`src/rtl/ustep_pkg.sv`:
```
package ustep_pkg;

  localparam int POS_W  = 6;
  localparam int IDX_W  = POS_W - 2;
  localparam int QSTEPS = 1 << IDX_W;
  localparam int LVL_W  = 7;
  localparam int SEL_W  = 2;

  typedef enum logic [SEL_W-1:0] {
    RES_SIXTEENTH = 2'b00,
    RES_HALF      = 2'b01,
    RES_QUARTER   = 2'b10,
    RES_EIGHTH    = 2'b11
  } res_e;

  // Stride of the fine position for one step of the selected resolution.
  function automatic logic [POS_W-1:0] stride(input logic [SEL_W-1:0] sel);
    case (res_e'(sel))
      RES_SIXTEENTH: return POS_W'(1);
      RES_HALF:      return POS_W'(8);
      RES_QUARTER:   return POS_W'(4);
      RES_EIGHTH:    return POS_W'(2);
      default:       return POS_W'(1);
    endcase
  endfunction

  // Level in percent at index k of the quarter wave, k = 0..QSTEPS.
  function automatic logic [LVL_W-1:0] quarter_level(input logic [IDX_W:0] k);
    case (k)
      5'd0:    return LVL_W'(100);
      5'd1:    return LVL_W'(100);
      5'd2:    return LVL_W'(98);
      5'd3:    return LVL_W'(96);
      5'd4:    return LVL_W'(92);
      5'd5:    return LVL_W'(88);
      5'd6:    return LVL_W'(83);
      5'd7:    return LVL_W'(77);
      5'd8:    return LVL_W'(71);
      5'd9:    return LVL_W'(63);
      5'd10:   return LVL_W'(56);
      5'd11:   return LVL_W'(47);
      5'd12:   return LVL_W'(38);
      5'd13:   return LVL_W'(29);
      5'd14:   return LVL_W'(20);
      5'd15:   return LVL_W'(10);
      default: return LVL_W'(0);
    endcase
  endfunction

  // Torque scaling: full level or floor of a quarter.
  function automatic logic [LVL_W-1:0] scale_ref(input logic [LVL_W-1:0] lvl,
                                                 input logic full);
    return full ? lvl : (lvl >> 2);
  endfunction

endpackage

```
`src/rtl/ustep_step_detect.sv`:
```
module ustep_step_detect #(
  parameter int SEL_W = ustep_pkg::SEL_W
) (
  input  logic             clk,
  input  logic             rst_n,
  input  logic             step_clk,
  input  logic             home_n,
  input  logic             standby_n,
  input  logic [SEL_W-1:0] res_sel,
  output logic             step_req,
  output logic             clear_req,
  output logic [SEL_W-1:0] res_q
);

  logic step_clk_q;
  logic home_q;
  logic clk_rise;
  logic release_high;
  logic mode_change;

  // Held-high history after reset so a level present at reset gives no step.
  always_ff @(posedge clk or negedge rst_n) begin
    if (!rst_n) begin
      step_clk_q <= 1'b1;
      home_q     <= 1'b1;
      res_q      <= '0;
    end else begin
      step_clk_q <= step_clk;
      home_q     <= home_n;
      res_q      <= res_sel;
    end
  end

  assign clk_rise     = step_clk & ~step_clk_q;
  assign release_high = step_clk & home_n & ~home_q;
  assign mode_change  = (res_sel != res_q);
  assign clear_req    = ~home_n | mode_change;
  assign step_req     = standby_n & home_n & ~mode_change & (clk_rise | release_high);

  assert_hold_no_restep_R12: assert property (@(posedge clk) disable iff (!rst_n)
    (step_clk && $past(step_clk) && home_n && $past(home_n)) |-> !step_req);

  assert_standby_no_step_R9: assert property (@(posedge clk) disable iff (!rst_n)
    !standby_n |-> !step_req);

  assert_clear_beats_step_R7: assert property (@(posedge clk) disable iff (!rst_n)
    clear_req |-> !step_req);

endmodule

```
`src/rtl/ustep_position.sv`:
```
module ustep_position #(
  parameter int POS_W = ustep_pkg::POS_W,
  parameter int SEL_W = ustep_pkg::SEL_W
) (
  input  logic             clk,
  input  logic             rst_n,
  input  logic             step_req,
  input  logic             clear_req,
  input  logic             dir_ccw,
  input  logic [SEL_W-1:0] res_q,
  output logic [POS_W-1:0] pos
);

  logic [POS_W-1:0] step_amt;

  assign step_amt = ustep_pkg::stride(res_q);

  always_ff @(posedge clk or negedge rst_n) begin
    if (!rst_n)          pos <= '0;
    else if (clear_req)  pos <= '0;
    else if (step_req)   pos <= dir_ccw ? (pos - step_amt) : (pos + step_amt);
  end

  assert_clear_to_home_R5: assert property (@(posedge clk) disable iff (!rst_n)
    clear_req |=> (pos == '0));

  assert_idle_holds_R2: assert property (@(posedge clk) disable iff (!rst_n)
    (!step_req && !clear_req) |=> $stable(pos));

  assert_step_by_stride_R1: assert property (@(posedge clk) disable iff (!rst_n)
    (step_req && !clear_req) |=>
      (((pos - $past(pos)) == $past(step_amt)) || (($past(pos) - pos) == $past(step_amt))));

endmodule

```
`src/rtl/ustep_phase_map.sv`:
```
module ustep_phase_map #(
  parameter int POS_W  = ustep_pkg::POS_W,
  parameter int LVL_W  = ustep_pkg::LVL_W,
  parameter int OFFSET = 0
) (
  input  logic             clk,
  input  logic             rst_n,
  input  logic [POS_W-1:0] pos,
  output logic [LVL_W-1:0] mag,
  output logic             neg
);

  localparam int IDX_W  = POS_W - 2;
  localparam int QSTEPS = 1 << IDX_W;

  logic [POS_W-1:0] p;
  logic [1:0]       quad;
  logic [IDX_W:0]   k;
  logic [IDX_W:0]   sel;

  assign p    = pos - POS_W'(OFFSET);
  assign quad = p[POS_W-1 -: 2];
  assign k    = {1'b0, p[IDX_W-1:0]};
  // Odd quadrants read the table backwards.
  assign sel  = quad[0] ? ((IDX_W+1)'(QSTEPS) - k) : k;
  assign mag  = ustep_pkg::quarter_level(sel);
  assign neg  = ((quad == 2'b01) || (quad == 2'b10)) && (mag != '0);

  assert_zero_at_odd_edge_R3: assert property (@(posedge clk) disable iff (!rst_n)
    (p[IDX_W-1:0] == '0 && quad[0]) |-> (mag == '0 && !neg));

endmodule

```
`src/rtl/ustep_out_gate.sv`:
```
module ustep_out_gate #(
  parameter int LVL_W  = ustep_pkg::LVL_W,
  parameter int PHASES = 2
) (
  input  logic                         clk,
  input  logic                         rst_n,
  input  logic [PHASES-1:0][LVL_W-1:0] mag,
  input  logic [PHASES-1:0]            neg,
  input  logic                         drive_en,
  input  logic                         standby_n,
  input  logic                         torque_full,
  output logic [PHASES-1:0][LVL_W-1:0] ref_out,
  output logic [PHASES-1:0]            rev_out,
  output logic                         bridge_on
);

  assign bridge_on = drive_en & standby_n;

  for (genvar i = 0; i < PHASES; i++) begin : g_phase
    assign ref_out[i] = bridge_on ? ustep_pkg::scale_ref(mag[i], torque_full) : '0;
    assign rev_out[i] = bridge_on & neg[i];

    assert_quarter_torque_R10: assert property (@(posedge clk) disable iff (!rst_n)
      (bridge_on && !torque_full) |-> (ref_out[i] <= LVL_W'(25)));
  end

endmodule

```
`src/rtl/ustep_sequencer.sv`:
```
module ustep_sequencer #(
  parameter int POS_W = ustep_pkg::POS_W,
  parameter int LVL_W = ustep_pkg::LVL_W,
  parameter int SEL_W = ustep_pkg::SEL_W
) (
  input  logic             clk,
  input  logic             rst_n,
  input  logic             step_clk,
  input  logic             dir_ccw,
  input  logic [SEL_W-1:0] res_sel,
  input  logic             home_n,
  input  logic             drive_en,
  input  logic             standby_n,
  input  logic             torque_full,
  output logic [LVL_W-1:0] a_ref,
  output logic             a_rev,
  output logic [LVL_W-1:0] b_ref,
  output logic             b_rev,
  output logic             bridge_on,
  output logic             home_pull
);

  localparam int PHASES = 2;
  localparam int QUARTER = 1 << (POS_W - 2);

  logic                         step_req;
  logic                         clear_req;
  logic [SEL_W-1:0]             res_q;
  logic [POS_W-1:0]             pos;
  logic [PHASES-1:0][LVL_W-1:0] mag;
  logic [PHASES-1:0]            neg;
  logic [PHASES-1:0][LVL_W-1:0] ref_out;
  logic [PHASES-1:0]            rev_out;

  ustep_step_detect #(.SEL_W(SEL_W)) u_detect (
    .clk       (clk),
    .rst_n     (rst_n),
    .step_clk  (step_clk),
    .home_n    (home_n),
    .standby_n (standby_n),
    .res_sel   (res_sel),
    .step_req  (step_req),
    .clear_req (clear_req),
    .res_q     (res_q)
  );

  ustep_position #(.POS_W(POS_W), .SEL_W(SEL_W)) u_pos (
    .clk       (clk),
    .rst_n     (rst_n),
    .step_req  (step_req),
    .clear_req (clear_req),
    .dir_ccw   (dir_ccw),
    .res_q     (res_q),
    .pos       (pos)
  );

  // Winding B lags winding A by one quarter wave.
  for (genvar ph = 0; ph < PHASES; ph++) begin : g_map
    ustep_phase_map #(.POS_W(POS_W), .LVL_W(LVL_W), .OFFSET(ph * QUARTER)) u_map (
      .clk   (clk),
      .rst_n (rst_n),
      .pos   (pos),
      .mag   (mag[ph]),
      .neg   (neg[ph])
    );
  end

  ustep_out_gate #(.LVL_W(LVL_W), .PHASES(PHASES)) u_gate (
    .clk         (clk),
    .rst_n       (rst_n),
    .mag         (mag),
    .neg         (neg),
    .drive_en    (drive_en),
    .standby_n   (standby_n),
    .torque_full (torque_full),
    .ref_out     (ref_out),
    .rev_out     (rev_out),
    .bridge_on   (bridge_on)
  );

  assign a_ref     = ref_out[0];
  assign b_ref     = ref_out[1];
  assign a_rev     = rev_out[0];
  assign b_rev     = rev_out[1];
  assign home_pull = (pos == '0);

  assert_home_levels_R11: assert property (@(posedge clk) disable iff (!rst_n)
    home_pull |-> (mag[0] == LVL_W'(100) && mag[1] == '0 && !neg[0] && !neg[1]));

  assert_home_low_clears_R5: assert property (@(posedge clk) disable iff (!rst_n)
    !home_n |=> home_pull);

  assert_disable_off_R8: assert property (@(posedge clk) disable iff (!rst_n)
    !drive_en |-> (a_ref == '0 && b_ref == '0 && !a_rev && !b_rev && !bridge_on));

  assert_polarity_needs_level_R4: assert property (@(posedge clk) disable iff (!rst_n)
    (a_rev |-> a_ref != '0 || !torque_full) and (b_rev |-> b_ref != '0 || !torque_full));

endmodule

```
`config.mk`:
```
export PLATFORM = sky130hd
export DESIGN_NAME = ustep_sequencer
export DESIGN_NICKNAME = d
export VERILOG_FILES = /design/src/rtl/ustep_pkg.sv /design/src/rtl/ustep_step_detect.sv /design/src/rtl/ustep_position.sv /design/src/rtl/ustep_phase_map.sv /design/src/rtl/ustep_out_gate.sv /design/src/rtl/ustep_sequencer.sv
export SDC_FILE = /design/constraint.sdc
export NUM_CORES = 1
export LEC_CHECK = 0
export ABC_AREA = 1
export BUFFER_PORTS_ARGS = -buffer_cell sky130_fd_sc_hd__buf_2
export CAP_MARGIN = 10
export CELL_PAD_IN_SITES_DETAIL_PLACEMENT = 1
export CELL_PAD_IN_SITES_GLOBAL_PLACEMENT = 1
export CORE_MARGIN = 5
export CORE_UTILIZATION = 35
export DETAILED_ROUTE_END_ITERATION = 12
export GPL_TIMING_DRIVEN = 0
export PLACE_DENSITY_LB_ADDON = 0.1
export SYNTH_ARGS = -nofsm -noshare
export SYNTH_HDL_FRONTEND = slang
export SYNTH_HIERARCHICAL = 1
export SYNTH_SLANG_ARGS = --single-unit
```
`constraint.sdc`:
```
create_clock -name clk -period 2.05 [get_ports clk]
set_input_delay 0.3075 -clock clk [delete_from_list [all_inputs] [get_ports clk]]
set_output_delay 0.3075 -clock clk [all_outputs]
set_load 0.01 [all_outputs]
```
==> results.py, run 1 <==
metrics = {
    "status": {
        "status": "complete, but fails checks",
        "violations": "negative setup slack",
    },
    "power_and_ir_drop": {
        "vdd_drop_max_v": 0.000458,
        "cellLeakagePower_nw": 1.30,
        "power_density_mw_per_mm2": 225,
    },
    "synth": {
        "synthCells": 309,
        "syn_area_mm2": 0.00180,
        "yosysSeqAreaShare_pct": 14.0,
        "synthTopCellsByArea": "nand2_1 (19%), dfrtp_1 (11%), inv_1 (10%)",
        "synth_cell_types": 30,
        "syn_nets": 333,
        "ys_warn_count": 6,
        "synth-seq-cells": 10,
        "avgSynthCellArea_um2": 5.83,
        "synth_largest_area_cell": "nand2_1",
        "synth_top_area_share_pct": 18.5,
    },
    "global_routing": {
        "grt_max_degree": 12,
        "grt_usage_pct": 17.4,
        "antenna_found_initial": 0,
        "grtUsageMet3_pct": 0.768,
        "grt_first_pass_wirelength_um": 9310,
        "grt.overflow.total": 0,
        "gr-usage-met1_pct": 21.5,
        "grt_pass1_vias": 2078,
        "met2_usage_pct": 33.0,
        "grt_busiest_layer": "met2",
    },
    "floorplanning": {
        "dieHeight_um": 81.8,
        "pin_count": 28,
        "start_util_pct": 35.7,
        "dieArea_mm2": 0.00668,
        "std_cell_rows": 26,
        "core_mm2": 0.00504,
        "die_w_um": 81.8,
    },
    "sta": {
        "post-route-period-util_pct": 121,
        "setup_slack_ps": -422,
        "fin_setup_tns_ps": -4220,
        "setup_viol": 14,
        "final.min_clock_period_ps": 2470,
        "final_max_slew_viol_count": 0,
        "hold_slack_ps": 179,
        "rsz0062_at_grt": "yes",
        "finalHoldViolations": 0,
        "slew_headroom_pct": 75.3,
        "fin_skew_ps": 3.50,
        "worst_slew_pin_slew_ps": 369,
        "fmax_ghz": 0.405,
    },
    "layout": {
        "nets": 386,
        "antenna_cells": 0,
        "final_cell_mix": "nand2_1 (80), inv_1 (39), nor2_1 (33)",
        "syn2layout_area_growth_pct": 43.3,
        "layout-drive-gt1-share_pct": 46.0,
        "final_common_cell": "nand2_1",
    },
    "min_path": {
        "hold_class": "in -> reg",
        "worstHoldPathCells": 1,
    },
    "setup_path": {
        "path_class": "reg -> out",
        "critical_path_required_ps": 1740,
        "cp_data_arrival_time_ps": 2160,
        "reg2reg_depth": 10,
        "end_kind": "output pin",
        "critPathLaunchType": "flip-flop",
        "worst-path-max-fanout": 5,
    },
    "job": {
        "maxCapViolations": 0,
    },
    "clocking": {
        "cts-root-buf": "clkbuf_8",
        "cts_num_sinks": 10,
        "clk_pin_slew_worst_paths_ps": 50,
        "clk_latency_ps": 230,
        "clockBufferDepth": 2,
        "cts_tree": "done",
        "htree_levels": 1,
        "numCtsBuffers": 3,
    },
    "route": {
        "drtIter0Drc": 30,
        "avgRoutedWirePerCell_um": 13.1,
        "drc": 0,
        "via_per_inst": 4.72,
        "wirelength_um": 5630,
        "ant_nets": 0,
        "via_count": 2036,
        "dr.pass1.iters": 4,
    },
    "place": {
        "dp_hpwl_um": 3940,
        "io_buffers": 27,
        "finalWeightedCongestion": 0.778,
    },
}
through the flow:
step	instances	utilization [%]	cell area, µm²	total power, mW	setup slack [ps]
floorplan	309	-	1860	0.291	-17.2
global placement	406	41.4	2090	0.332	-320
detailed placement	406	41.4	2090	0.335	-335
CTS	423	46.1	2320	0.586	-395
global route	431	51.2	2580	0.623	-561
finish	431	51.2	2580	0.581	-422
registers in the layout, indices dropped and copies added (netlist names):
name / flops
u_detect/home_q: 1
u_detect/res_q: 2
u_pos/pos: 6
u_detect/step_clk_q: 1
metal layers:
metal	up-vias	wire [µm]
li1	1043	-
met1	964	2530
met2	21	2970
met3	8	74
met4	0	60
met5	-	0
critical path, stage by stage, from the launching register on:
cell and delay (ps):
dfrtp_2 430, buf_12 130, clkinv_8 40, ha_4 260, nand2_4 60, nand2_8 90, ha_4 220, inv_4 60
nand3_2 70, a21oi_2 150, nor2_2 50, buf_4 130, nor2_4 70, nor2_2 40, buf_2 130
path summary, 6_finish.rpt:
path,from,to,slack (ps)
max,u_pos/pos[0],a_ref[0],-420
min,step_clk,u_detect/step_clk_q,180
max reg2reg,u_detect/res_q[1],u_pos/pos[4],170
min reg2reg,u_pos/pos[3],u_pos/pos[3],620
max in group asynchronous,rst_n,u_detect/step_clk_q,1320
min in group asynchronous,rst_n,u_pos/pos[5],480
timing repair:
action	in CTS	in global routing
setup endpoints to repair	16	16
hold buffers	1	0
gates resized for setup	25	53
endpoints found under the hold margin	8	0
pin swaps	25	37
buffers inserted	12	10
layout make-up:
type | count | area (µm²)
tap | 70 | 87.6
timing repair buffer | 48 | 315
buffer | 4 | 45.0
sequential | 10 | 259
fill | 701 | 2460
inverter | 56 | 243
multi-input combinational | 239 | 1580
clock buffer | 4 | 55.1
report_power, final:
part	internal [mW]	total [mW]	switching [mW]	leakage, nW
sequential	0.204	0.207	0.00396	0.120
combinational	0.0516	0.130	0.0785	1.15
clock	0.169	0.243	0.0748	0.0288
cells by family after synthesis:
kind of cell	after synthesis	synth area share (%)
compound gates	21	6.94
xor+xnor	2	0.972
fa+ha+maj	14	10.1
buf+inv	60	14.3
flops	10	14.0
simple gates	202	53.6
cells in the mapped netlist:
| cell type | number |
|---|---|
| nand2_1 | 89 |
| inv_1 | 49 |
| nor2_1 | 47 |
| nand3_1 | 19 |
| nor2_2 | 15 |
| nand2_2 | 14 |
| ha_1 | 13 |
| a21oi_1 | 9 |
| dfrtp_1 | 8 |
| nand2_4 | 7 |
| inv_2 | 6 |
| o21ai_0 | 6 |
| buf_6 | 4 |
| or2_1 | 3 |
| dfstp_2 | 2 |
| nand3_2 | 2 |
| nand4_1 | 2 |
| o22ai_1 | 2 |
| a21boi_0 | 1 |
| a21oi_2 | 1 |
| fa_1 | 1 |
| inv_4 | 1 |
| nand3_4 | 1 |
| nand3b_1 | 1 |
| nand4_2 | 1 |
| nor2_4 | 1 |
| o21ai_1 | 1 |
| o21ai_4 | 1 |
| xnor2_1 | 1 |
| xor2_1 | 1 |
Power figures use the tool's default switching activity.
==> run 2: changes to the inputs <==
Settings changed: BUFFER_PORTS_ARGS -buffer_cell sky130_fd_sc_hd__buf_2 to -buffer_cell sky130_fd_sc_hd__buf_4.
==> run 2 against run 1 <==
  * The flow still finishes with violations (negative setup slack)
  * Register-to-register slack hardly changed
  * Sequential power hardly changed
  * First-iteration DRC count is 53% higher
  * Clock skew hardly changed
  * Non-clock buffer count stayed put
  * Final cell count is 0.23% higher
  * Largest cell class unchanged
==> results.py, run 2 (same netlist as run 1, synthesis figures left out) <==
metrics = {
    "place": {
        "io_buffers": 27,
        "placed_cell_area_mm2": 0.00215,
        "placed_cells": 406,
        "pre_cts_slack_ps": -320,
        "dp_hpwl_um": 4000,
        "finalWeightedCongestion": 0.805,
    },
    "route": {
        "wirelength_um": 5610,
        "ant_nets": 0,
        "drtIter0Drc": 46,
        "drc": 0,
        "avgRoutedWirePerCell_um": 13.0,
        "dr.pass1.iters": 5,
        "via_per_inst": 4.65,
        "via_count": 2010,
    },
    "global_routing": {
        "antenna_found_initial": 0,
        "grt_first_pass_wirelength_um": 9520,
        "met2_usage_pct": 33.9,
        "grt.overflow.total": 0,
        "grt_pass1_vias": 2085,
        "grt_usage_pct": 17.8,
        "grt_max_degree": 12,
        "grt_busiest_layer": "met2",
        "grtUsageMet3_pct": 0.658,
        "gr-usage-met1_pct": 22.3,
    },
    "clocking": {
        "clk_pin_slew_worst_paths_ps": 50,
        "cts_num_sinks": 10,
        "clockBufferDepth": 2,
        "numCtsBuffers": 3,
        "htree_levels": 1,
        "cts-root-buf": "clkbuf_8",
        "clk_latency_ps": 230,
        "cts_tree": "done",
    },
    "floorplanning": {
        "dieHeight_um": 81.8,
        "core_mm2": 0.00504,
        "std_cell_rows": 26,
        "start_util_pct": 35.7,
        "dieArea_mm2": 0.00668,
        "die_w_um": 81.8,
        "pin_count": 28,
    },
    "power_and_ir_drop": {
        "p_sw_share_pct": 27.2,
        "power_density_mw_per_mm2": 231,
        "share_comb_of_total_power_pct": 23.6,
        "switchingPower_uw": 162,
        "power_frac_clock_pct": 41.5,
        "finalPower_uw": 596,
        "cellLeakagePower_nw": 1.27,
        "seqPwrFrac_pct": 34.9,
        "p_int_uw": 434,
        "vdd_drop_max_v": 0.000423,
    },
    "setup_path": {
        "path_class": "reg -> out",
        "cp_data_arrival_time_ps": 2110,
        "r2r_start": "u_detect/res_q[1]",
        "crit_start": "u_pos/pos[0]",
        "r2r_slack_ps": 170,
        "critPathLaunchType": "flip-flop",
        "worst-path-max-fanout": 5,
        "critical_path_required_ps": 1740,
        "end_kind": "output pin",
    },
    "layout": {
        "syn2layout_area_growth_pct": 43.1,
        "nFillCells": 679,
        "nets": 387,
        "layout-drive-gt1-share_pct": 44.8,
        "antenna_cells": 0,
        "layout.cells.non_filler": 432,
        "final_common_cell": "nand2_1",
        "regMostFlops": "u_pos/pos",
        "finalInstanceArea_mm2": 0.00258,
        "top_regs": "u_pos/pos x6, u_detect/res_q x2",
        "largest_register_ffs": 6,
        "final_cell_mix": "nand2_1 (78), buf_4 (45), inv_1 (41)",
    },
    "sta": {
        "fin_skew_ps": 3.60,
        "worst_slew_pin_slew_ps": 358,
        "slew_headroom_pct": 76.0,
        "fin_setup_tns_ps": -3770,
        "fmax_ghz": 0.415,
        "setup_viol": 14,
        "post-route-period-util_pct": 118,
        "final_max_slew_viol_count": 0,
        "finalHoldViolations": 0,
        "final.min_clock_period_ps": 2410,
        "rsz0062_at_grt": "yes",
        "setup_slack_ps": -363,
    },
    "min_path": {
        "hold_class": "in -> reg",
        "hold_start": "step_clk",
    },
    "status": {
        "violations": "negative setup slack",
        "status": "complete, but fails checks",
    },
    "job": {
        "maxCapViolations": 0,
    },
}
-- run 2: changes by cell type in the layout (fill, tap and decap cells not counted), sizes merged --
cell / change
clkinv: -1
inv: +1
nand2: +1
-- run 2: final cells by class --
cell class / count / area, µm² / area share, %
clock buffer: 4 / 55.1 / 2.13
timing repair buffer: 48 / 370 / 14.4
tap: 70 / 87.6 / 3.40
buffer: 4 / 45.0 / 1.75
sequential: 10 / 260 / 10.1
multi-input combinational: 240 / 1540 / 59.6
inverter: 56 / 223 / 8.64
-- run 2: worst paths after layout --
path | cells after the start | endpoint
max in group asynchronous | 2 | u_detect/step_clk_q
worst max register to register | 10 | u_pos/pos[4]
worst min register to register | 2 | u_pos/pos[5]
worst min-delay path | 1 | u_detect/step_clk_q
min in group asynchronous | 2 | u_pos/pos[0]
worst max-delay path | 13 | a_ref[0]
-- run 2: stage by stage --
| stage | hold WS [ps] | util, % |
|---|---|---|
| global placement | 142 | 42.7 |
| finish | 186 | 51.1 |
| detailed placement | 141 | 42.7 |
| floorplan | 11.9 | - |
| CTS | 182 | 47.4 |
| global route | 177 | 51.1 |
-- run 2: worst max-delay path, stage by stage (launching register included) --
cell     delay (ps)
dfrtp_2         450
inv_4            60
ha_4            260
nand2_4          60
nand2_8         100
ha_4            200
inv_2            70
nand3_2          90
a21oi_2         140
nor2_2           50
buf_4           130
nor2_2           80
nor2_2           40
buf_4           130
-- run 2: metal layers --
metal  part of all wire (%)  vias up  wire length (µm)
li1                       -     1041                 -
met1                     44      952              2490
met2                     54       13              3010
met3                    1.4        4                78
met4                   0.57        0                32
met5                      0        -                 0
-- run 2: what timing repair did --
item / CTS / global route
gates cloned: 0 / 1
endpoints found under the setup margin: 16 / 17
hold buffers: 1 / 0
pin swaps: 20 / 17
buffers inserted: 11 / 11
hold endpoints to repair: 8 / 0
gates resized for setup: 29 / 32
-- run 2: power groups by stage --
stage	registers, mW	clock network [mW]	logic [mW]
floorplan	0.209	0	0.0817
global placement	0.210	0	0.132
detailed placement	0.211	0	0.134
CTS	0.208	0.252	0.139
global route	0.208	0.265	0.161
finish	0.208	0.247	0.141
==> run 3: changes to the inputs <==
Settings changed: CORE_ASPECT_RATIO from default to 1.2.
==> run 3 against run 2 <==
  * The flow still finishes with violations (negative setup slack)
  * Clock power is 16% lower
  * Clock skew hardly changed
  * Sequential power hardly changed
  * Final cell count is 3.5% lower
  * First-iteration DRC count is 17% lower
  * Clock-buffer cell count stayed put
  * Largest power group is now sequential cells
  * Setup slack worse by 14 ps
  * Final area is 4.0% lower
  * Sequential share of layout area is 0.37 points higher
  * Sequential cell count stayed put
==> results.py, run 3 (same netlist as run 1, synthesis figures left out) <==
metrics = {
    "status": {
        "status": "complete, but fails checks",
        "violations": "negative setup slack",
    },
    "layout": {
        "multi_input_area_mm2": 0.00148,
        "antenna_cells": 0,
        "regMostFlops": "u_pos/pos",
        "final_cell_mix": "nand2_1 (87), inv_1 (41), buf_4 (40)",
        "largest_register_ffs": 6,
        "nFillCells": 681,
        "syn2layout_area_growth_pct": 37.4,
        "fin_util_pct": 49.7,
        "final_common_cell": "nand2_1",
        "top_regs": "u_pos/pos x6, u_detect/res_q x2",
        "seq_area_um2": 259,
        "nets": 382,
        "layout-drive-gt1-share_pct": 40.1,
    },
    "sta": {
        "worst_slew_pin_slew_ps": 341,
        "final_max_slew_viol_count": 0,
        "post-route-period-util_pct": 118,
        "setup_viol": 15,
        "rsz0062_at_grt": "yes",
        "slew_headroom_pct": 77.2,
        "fin_setup_tns_ps": -3820,
        "final.min_clock_period_ps": 2430,
        "setup_slack_ps": -377,
        "finalHoldViolations": 0,
        "fin_skew_ps": 3.94,
        "fmax_ghz": 0.412,
    },
    "floorplanning": {
        "dieHeight_um": 88.6,
        "core_mm2": 0.00497,
        "std_cell_rows": 28,
        "start_util_pct": 36.2,
        "die_w_um": 75.5,
        "pin_count": 28,
        "dieArea_mm2": 0.00669,
    },
    "setup_path": {
        "critPathTopFamily": "adder cells",
        "critPathLaunchType": "flip-flop",
        "path_cells": "inv_4 > ha_4 > nand2_4 > nand2_8 > ha_4 > inv_2 > nand3_2 > a21oi_2 > nor2_4 > buf_4 > nor2_2 > nor2_2 > buf_4",
        "end_kind": "output pin",
        "critical_path_required_ps": 1740,
        "cp_data_arrival_time_ps": 2120,
        "path_class": "reg -> out",
        "critPathMaxStageDelay_ps": 460,
        "critPathBufInv": 4,
        "worst-path-max-fanout": 4,
        "cp_slowest_cell": "dfrtp_2",
    },
    "clocking": {
        "numCtsBuffers": 3,
        "cts_tree": "done",
        "htree_levels": 1,
        "cts_num_sinks": 10,
        "clockBufferDepth": 2,
        "cts-root-buf": "clkbuf_8",
        "clk_latency_ps": 230,
        "clk_pin_slew_worst_paths_ps": 40,
    },
    "global_routing": {
        "grt_usage_pct": 15.8,
        "antenna_found_initial": 0,
        "grt_first_pass_wirelength_um": 8380,
        "grt_max_degree": 12,
        "grt.overflow.total": 0,
        "grt_pass1_vias": 1934,
    },
    "power_and_ir_drop": {
        "finalPower_uw": 554,
        "cellLeakagePower_nw": 1.23,
        "vdd_drop_max_v": 0.000406,
        "power_density_mw_per_mm2": 224,
    },
    "route": {
        "dr.pass1.iters": 4,
        "wirelength_um": 5180,
        "drtIter0Drc": 38,
        "via_count": 1953,
        "avgRoutedWirePerCell_um": 12.4,
        "via_per_inst": 4.68,
        "drc": 0,
        "ant_nets": 0,
    },
    "min_path": {
        "hold_class": "in -> reg",
    },
    "place": {
        "io_buffers": 27,
        "finalWeightedCongestion": 0.812,
        "dp_hpwl_um": 3910,
    },
    "job": {
        "maxCapViolations": 0,
    },
}
==> run 3: stage by stage <==
stage	setup WS, ps	instance area (µm²)	instances	hold slack (ps)
global route	-527	2470	417	177
finish	-377	2470	417	193
global placement	-307	2140	396	142
detailed placement	-318	2140	396	143
floorplan	-17.2	1860	309	11.9
CTS	-372	2340	412	183
==> run 3: report_power, final <==
group | internal (mW) | switching (mW) | leakage [nW]
Clock | 0.136 | 0.0720 | 0.0228
Sequential | 0.204 | 0.00431 | 0.120
Combinational | 0.0609 | 0.0773 | 1.09
==> run 3: cell type report <==
class | instances | area share (%)
Tap cell | 60 | 3.03
Sequential cell | 10 | 10.5
Clock buffer | 4 | 1.82
Buffer | 4 | 1.82
Inverter | 56 | 9.10
Timing Repair Buffer | 44 | 13.9
Multi-Input combinational cell | 239 | 59.9
==> run 3: worst paths after layout <==
kind	startpoint	to	slack (ps)	depth (start not counted)
setup / recovery	u_pos/pos[0]	a_ref[0]	-380	13
hold / removal	step_clk	u_detect/step_clk_q	190	1
setup reg to reg	u_detect/res_q[1]	u_pos/pos[4]	190	10
hold reg to reg	u_pos/pos[5]	u_pos/pos[5]	630	2
max in group asynchronous	rst_n	u_detect/home_q	1390	2
min in group asynchronous	rst_n	u_pos/pos[1]	440	2
==> run 3: timing repair <==
action | in CTS | in global routing
hold buffers | 1 | 0
pin swaps | 17 | 14
resized for setup | 20 | 28
endpoints found under the setup margin | 15 | 15
hold endpoints to repair | 8 | 0
setup buffers | 11 | 6
==> run 3: worst reg2reg max path, delay by kind of cell, from the launching register on <==
kind | cells | cell delay, ps
buf+inv | 2 | 200
simple gates | 5 | 480
compound gates | 2 | 260
flops | 1 | 420
fa+ha+maj | 1 | 440
==> run 3: per-layer routing <==
| metal | track usage [%] | vias up | part of all wire, % |
|---|---|---|---|
| met4 | 2.86 | 0 | 0.89 |
| li1 | - | 1033 | - |
| met2 | 31.7 | 29 | 54 |
| met3 | 1.02 | 6 | 3.2 |
| met1 | 17.8 | 885 | 42 |
| met5 | 0 | - | 0 |
